`config.mk`:
```
export PLATFORM = sky130hd
export DESIGN_NAME = svid_serializer
export DESIGN_NICKNAME = d
export VERILOG_FILES = /design/src/rtl/svid_pkg.sv /design/src/rtl/svid_word_cond.sv /design/src/rtl/svid_bit_enc.sv /design/src/rtl/svid_serializer.sv
export SDC_FILE = /design/constraint.sdc
export NUM_CORES = 1
export LEC_CHECK = 0
export BUFFER_PORTS_ARGS = -buffer_cell sky130_fd_sc_hd__buf_4
export CORE_ASPECT_RATIO = 0.75
export CORE_MARGIN = 2
export CORE_UTILIZATION = 50
export DETAILED_ROUTE_END_ITERATION = 8
export PLACE_DENSITY_LB_ADDON = 0.25
export SETUP_SLACK_MARGIN = 0.3
export SKIP_LAST_GASP = 1
export SYNTH_ARGS = -nofsm -noshare
export SYNTH_HDL_FRONTEND = slang
export SYNTH_SLANG_ARGS = --single-unit
```
`constraint.sdc`:
```
create_clock -name clk -period 2.4 [get_ports clk]
set_clock_uncertainty 0.1 [all_clocks]
set_input_delay 0.12 -clock clk [delete_from_list [all_inputs] [get_ports clk]]
set_output_delay 0.12 -clock clk [all_outputs]
set_load 0.05 [all_outputs]
```
`src/rtl/svid_pkg.sv`:
```
package svid_pkg;
    typedef enum logic {S_IDLE, S_SHIFT} ser_state_t;
    typedef enum logic [1:0] {T_NONE, T_PRE, T_ZERO1} trs_state_t;
endpackage

```
`src/rtl/svid_word_cond.sv`:
```
module svid_word_cond
    import svid_pkg::*;
#(
    parameter int WORD_W   = 10,
    parameter int NARROW_W = 8
) (
    input  logic              clk,
    input  logic              rst,
    input  logic              accept,
    input  logic [WORD_W-1:0] word_in,
    input  logic              narrow_en,
    input  logic              plain_mode,
    input  logic              sync_en,
    output logic [WORD_W-1:0] cond_word
);
    localparam int PAD_W = WORD_W - NARROW_W;
    localparam logic [WORD_W-1:0] LOW_LIM  = WORD_W'(4);
    localparam logic [WORD_W-1:0] HIGH_LIM = WORD_W'((1 << WORD_W) - 5);

    trs_state_t trs_q, trs_d;
    logic [WORD_W-1:0]   masked;
    logic [NARROW_W-1:0] upper;
    logic                is_ones, is_zero, pass;

    always_comb begin
        masked  = narrow_en ? {word_in[WORD_W-1:PAD_W], {PAD_W{1'b0}}} : word_in;
        upper   = masked[WORD_W-1:PAD_W];
        is_ones = &upper;
        is_zero = ~|upper;
        pass    = sync_en && (is_ones || (is_zero && trs_q != T_NONE));
    end

    always_comb begin
        trs_d = trs_q;
        if (accept) begin
            unique case (trs_q)
                T_NONE:  trs_d = is_ones ? T_PRE : T_NONE;
                T_PRE:   trs_d = is_ones ? T_PRE : (is_zero ? T_ZERO1 : T_NONE);
                T_ZERO1: trs_d = is_ones ? T_PRE : T_NONE;
                default: trs_d = T_NONE;
            endcase
        end
    end

    always_ff @(posedge clk) begin
        if (rst) trs_q <= T_NONE;
        else     trs_q <= trs_d;
    end

    always_comb begin
        cond_word = masked;
        if (!plain_mode && !pass) begin
            if (masked < LOW_LIM)       cond_word = LOW_LIM;
            else if (masked > HIGH_LIM) cond_word = HIGH_LIM;
        end
    end

    a_r8_clip_floor: assert property (@(posedge clk) disable iff (rst)
        (accept && !plain_mode && !sync_en) |-> (cond_word >= LOW_LIM));
    a_r9_clip_ceiling: assert property (@(posedge clk) disable iff (rst)
        (accept && !plain_mode && !sync_en) |-> (cond_word <= HIGH_LIM));
endmodule

```
`src/rtl/svid_bit_enc.sv`:
```
module svid_bit_enc #(
    parameter int SCR_LEN = 9,
    parameter int SCR_TAP = 4
) (
    input  logic clk,
    input  logic rst,
    input  logic fire,
    input  logic data_bit,
    input  logic plain_mode,
    input  logic nrzi_en,
    output logic ser_bit,
    output logic bit_valid
);
    logic [SCR_LEN-1:0] hist_q;
    logic               nrzi_q, scr_bit;

    assign scr_bit = data_bit ^ hist_q[SCR_TAP-1] ^ hist_q[SCR_LEN-1];

    always_ff @(posedge clk) begin
        if (rst) begin
            hist_q    <= '0;
            nrzi_q    <= 1'b0;
            ser_bit   <= 1'b0;
            bit_valid <= 1'b0;
        end else begin
            bit_valid <= fire;
            if (fire) begin
                if (plain_mode) begin
                    ser_bit <= data_bit;
                end else begin
                    hist_q  <= {hist_q[SCR_LEN-2:0], scr_bit};
                    nrzi_q  <= nrzi_q ^ scr_bit;
                    ser_bit <= nrzi_en ? (nrzi_q ^ scr_bit) : scr_bit;
                end
            end
        end
    end

    a_r6_nrzi_level: assert property (@(posedge clk) disable iff (rst)
        (fire && !plain_mode && nrzi_en) |=> (ser_bit == nrzi_q));
    a_r4_history_frozen: assert property (@(posedge clk) disable iff (rst)
        (fire && plain_mode) |=> $stable(hist_q));
endmodule

```
`src/rtl/svid_serializer.sv`:
```
module svid_serializer
    import svid_pkg::*;
#(
    parameter int WORD_W   = 10,
    parameter int NARROW_W = 8,
    parameter int SCR_LEN  = 9,
    parameter int SCR_TAP  = 4
) (
    input  logic              clk,
    input  logic              rst,
    input  logic              word_valid,
    input  logic [WORD_W-1:0] word_in,
    input  logic              plain_mode,
    input  logic              nrzi_en,
    input  logic              narrow_en,
    input  logic              sync_en,
    output logic              ser_bit,
    output logic              bit_valid
);
    localparam int CNT_W = $clog2(WORD_W);
    localparam logic [CNT_W-1:0] LAST = CNT_W'(WORD_W - 1);

    ser_state_t        state_q, state_d;
    logic [CNT_W-1:0]  cnt_q;
    logic [WORD_W-1:0] shreg_q, cond_word;
    logic              load, fire;

    assign load = word_valid && (state_q == S_IDLE || cnt_q == LAST);
    assign fire = (state_q == S_SHIFT);

    always_comb begin
        state_d = state_q;
        unique case (state_q)
            S_IDLE:  if (word_valid) state_d = S_SHIFT;
            S_SHIFT: if (cnt_q == LAST && !word_valid) state_d = S_IDLE;
            default: state_d = S_IDLE;
        endcase
    end

    always_ff @(posedge clk) begin
        if (rst) state_q <= S_IDLE;
        else     state_q <= state_d;
    end

    always_ff @(posedge clk) begin
        if (rst) begin
            cnt_q   <= '0;
            shreg_q <= '0;
        end else if (load) begin
            cnt_q   <= '0;
            shreg_q <= cond_word;
        end else if (fire) begin
            cnt_q   <= cnt_q + 1'b1;
            shreg_q <= shreg_q >> 1;
        end
    end

    svid_word_cond #(.WORD_W(WORD_W), .NARROW_W(NARROW_W)) u_cond (
        .clk(clk), .rst(rst), .accept(load), .word_in(word_in),
        .narrow_en(narrow_en), .plain_mode(plain_mode), .sync_en(sync_en),
        .cond_word(cond_word)
    );

    svid_bit_enc #(.SCR_LEN(SCR_LEN), .SCR_TAP(SCR_TAP)) u_enc (
        .clk(clk), .rst(rst), .fire(fire), .data_bit(shreg_q[0]),
        .plain_mode(plain_mode), .nrzi_en(nrzi_en),
        .ser_bit(ser_bit), .bit_valid(bit_valid)
    );

    a_r1_reset_quiet: assert property (@(posedge clk)
        rst |=> (!bit_valid && !ser_bit));
    a_r2_first_bit: assert property (@(posedge clk) disable iff (rst)
        (state_q == S_IDLE && word_valid) |=> fire);
    a_r4_plain_pass: assert property (@(posedge clk) disable iff (rst)
        (fire && plain_mode) |=> (ser_bit == $past(shreg_q[0])));
    a_r12_mid_ignore: assert property (@(posedge clk) disable iff (rst)
        (fire && cnt_q != LAST) |=> (cnt_q == $past(cnt_q) + 1'b1));
endmodule

```
==> flow_metrics.env <==
export IMPL_syn_area_um2=1380
export IMPL_timing_fmax_mhz=525
export IMPL_hold_class="primary input to flop"
export IMPL_setup_viol=0
export IMPL_tritoncts="yes"
export IMPL_power_density_nw_per_um2=650
export IMPL_dpl_cell_count=204
export IMPL_fin_tns_setup_ns=0
export IMPL_seqPwrFrac_pct=49.5
export IMPL_die_width_um=64.7
export IMPL_layout_nets=194
export IMPL_period_needed_ns=1.90
export IMPL_dr_total_vias=1209
export IMPL_synth_edf_count=0
export IMPL_diodes=0
export IMPL_grt_pass1_wl_um=5350
export IMPL_p_int_uw=787
export IMPL_coreArea_um2=2620
export IMPL_cp_end_kind="flop"
export IMPL_cts_clk_slew_worst_paths_ns=0.06
export IMPL_synthTopCellsByArea="dfxtp_1 (42%), nand2_1 (8.1%), a21oi_1 (4.3%)"
export IMPL_rsz0062_at_grt="no"
export IMPL_ys_seq_area_share_pct=42.0
export IMPL_fillers=239
export IMPL_design_area_um2=1620
export IMPL_postCtsSetupBuffers=0
export IMPL_synth_area_leader_cell="dfxtp_1"
export IMPL_cts_buffer_depth=2
export IMPL_finalHoldViolCount=0
export IMPL_report_power_total_mw=1.05
export IMPL_status="complete, no violations"
export IMPL_cap_violations=0
export IMPL_p_sw_uw=264
export IMPL_grt_overflow_total=0
export IMPL_track_usage_pct=21.9
export IMPL_critPathSlowestCell="dfxtp_1"
export IMPL_cts_repair_resized=0
export IMPL_cp_slowest_stage_delay_ns=0.37
export IMPL_place_area_um2=1530
export IMPL_sw_frac_of_total_pct=25.1
export IMPL_antenna_found_initial=0
export IMPL_clkLatencyLatePin_ns=0.28
export IMPL_cts_root_buf="clkbuf_8"
export IMPL_die_area_um2=3210
export IMPL_ios=19
export IMPL_combPwrFrac_pct=12.9
export IMPL_vias_per_cell=5.73
export IMPL_htreeDepth=2
export IMPL_wl_per_cell_um=14.2
export IMPL_area_delta_synth_final_pct=16.9
export IMPL_syn_nets=177
export IMPL_ctsHoldBuffers=0
export IMPL_path_cells="inv_1 > ha_1 > nand4b_1 > nand2_2 > a31o_2 > a2111oi_2"
export IMPL_ant_nets=0
export IMPL_drc=0
export IMPL_synth_area_per_cell_um2=8.75
export IMPL_fin_crit_sh_pct=79.3
export IMPL_synth_common_cells="nand2_1 (30), dfxtp_1 (29), nor2_1 (14)"
export IMPL_synth_top_flop_cell="dfxtp_1"
export IMPL_arrival_ns=1.98
export IMPL_grt_pass1_vias=1187
export IMPL_grt_max_degree=28
export IMPL_synth_distinct_cells=38
export IMPL_dr_pass1_iters=4
export IMPL_routed_wl_um=3000
export IMPL_drtIter0Drc=101
export IMPL_crit_path_max_fanout=11
export IMPL_rows=16
export IMPL_slew_viol_final=0
export IMPL_synthArstFlopShare_pct=0
export IMPL_dp_hpwl_um=2210
export IMPL_syn_inst=158
export IMPL_required_ns=2.48
export IMPL_cts_inserted_buffers=5
export IMPL_leakagePower_nw=0.587
export IMPL_gp_congestion=0.841
export IMPL_final_cells=211
export IMPL_port_buffers=18
export IMPL_clock_power_share_pct=37.6
export IMPL_start_util_pct=52.7
export IMPL_clock_sinks=29
export IMPL_drive_gt1_share_pct=19.4
export IMPL_yosys_warnings=0
export IMPL_worstMarginPinSlew_ns=0.503
export IMPL_yosysMostFrequentCell="nand2_1"
export IMPL_die_h_um=49.5
export IMPL_critPathLaunchType="flop"
export IMPL_ys_ff_latch=29
export IMPL_synth_top_area_share_pct=42.0
export IMPL_vdd_drop_max_v=0.000284
export IMPL_slew_headroom_pct=66.4
export IMPL_criticalPathCategory="flop to flop"
## path summary, 6_finish.rpt
| check | end | start | slack (ns) | depth (start not counted) |
|---|---|---|---|---|
| worst max-delay path | shreg_q[2]$_SDFFE_PP0P_ | cnt_q[1]$_SDFFE_PP0P_ | 0.50 | 6 |
| worst min-delay path | shreg_q[5]$_SDFFE_PP0P_ | word_in[5] | 0.03 | 3 |
| worst max register to register | shreg_q[2]$_SDFFE_PP0P_ | cnt_q[1]$_SDFFE_PP0P_ | 0.50 | 6 |
| worst min register to register | u_enc.hist_q[3]$_SDFFE_PP0P_ | u_enc.hist_q[2]$_SDFFE_PP0P_ | 0.35 | 2 |
## critical path: cells and delay by family (launching register included)
kind,cells,cell delay (ns)
adders and majority gates,1,0.18
AOI/OAI and AO/OA,2,0.60
and+or+nand+nor,2,0.49
DFF,1,0.37
buffers and inverters,1,0.06
## kinds of logic after synthesis
group	Yosys count	share of synthesized area [%]
flip-flops	29	42.0
AO/OA/AOI/OAI	38	21.6
buffers and inverters	13	3.89
adder cells (fa/ha/maj)	2	1.81
AND/OR/NAND/NOR	69	25.2
XOR/XNOR	7	5.43
## power by group through the flow
stage                     sequential, mW  combinational (mW)  clock, mW
final                              0.520               0.135      0.396
after global routing               0.522               0.151      0.431
after CTS                          0.520               0.134      0.404
after detailed placement           0.530               0.134          0
after global placement             0.529               0.130          0
after floorplan                    0.531              0.0831          0
## cell usage in the layout, fill, tap and decap left out, types with 2 or more instances in the layout
cell type and n:
nand2_1 29, dfxtp_1 29, buf_4 18, nor2_1 14, a21oi_1 12, nor3_1 7, clkbuf_8 6, inv_1 5
o221ai_1 5, nand2b_1 4, xnor2_1 4, a311oi_1 4, nand4_1 3, o21ai_0 3, nand3b_1 3, xor2_1 2
a2111oi_2 2, o211a_1 2, o41ai_1 2, o21ba_2 2, ha_1 2
## per-layer routing
layer	part of all wire (%)	wire, µm	GRT usage [%]	vias to the layer above
met5	0	0	0	-
met2	42	1260	31.6	41
met4	1.5	44	10.3	0
met3	7.2	217	6.85	6
li1	-	-	-	604
met1	49	1480	29.5	558
## final cells by class
| cell class | instances | area, µm² | area share (%) |
|---|---|---|---|
| tap | 36 | 45.0 | 2.79 |
| sequential | 29 | 581 | 35.9 |
| clock buffer | 7 | 86.3 | 5.34 |
| inverter | 5 | 18.8 | 1.16 |
| timing repair buffer | 18 | 135 | 8.36 |
| multi-input combinational | 116 | 751 | 46.4 |
## state kept, by name (all words and copies together), names as in the netlist
signal / cells
u_cond.trs_q: 2
shreg_q: 10
u_enc.nrzi_q: 1
fire: 1
u_enc.hist_q: 9
cnt_q: 4
u_enc.ser_bit: 1
u_enc.bit_valid: 1
## stage by stage
stage	setup slack [ns]	hold WS, ns	utilization (%)
floorplan	0.790	0.179	-
global placement	0.556	0.317	58.3
detailed placement	0.443	0.320	58.3
CTS	0.429	0.0252	61.5
global route	0.371	0.0605	61.6
finish	0.496	0.0290	61.6
No activity file was read; power rests on OpenSTA's default activity.
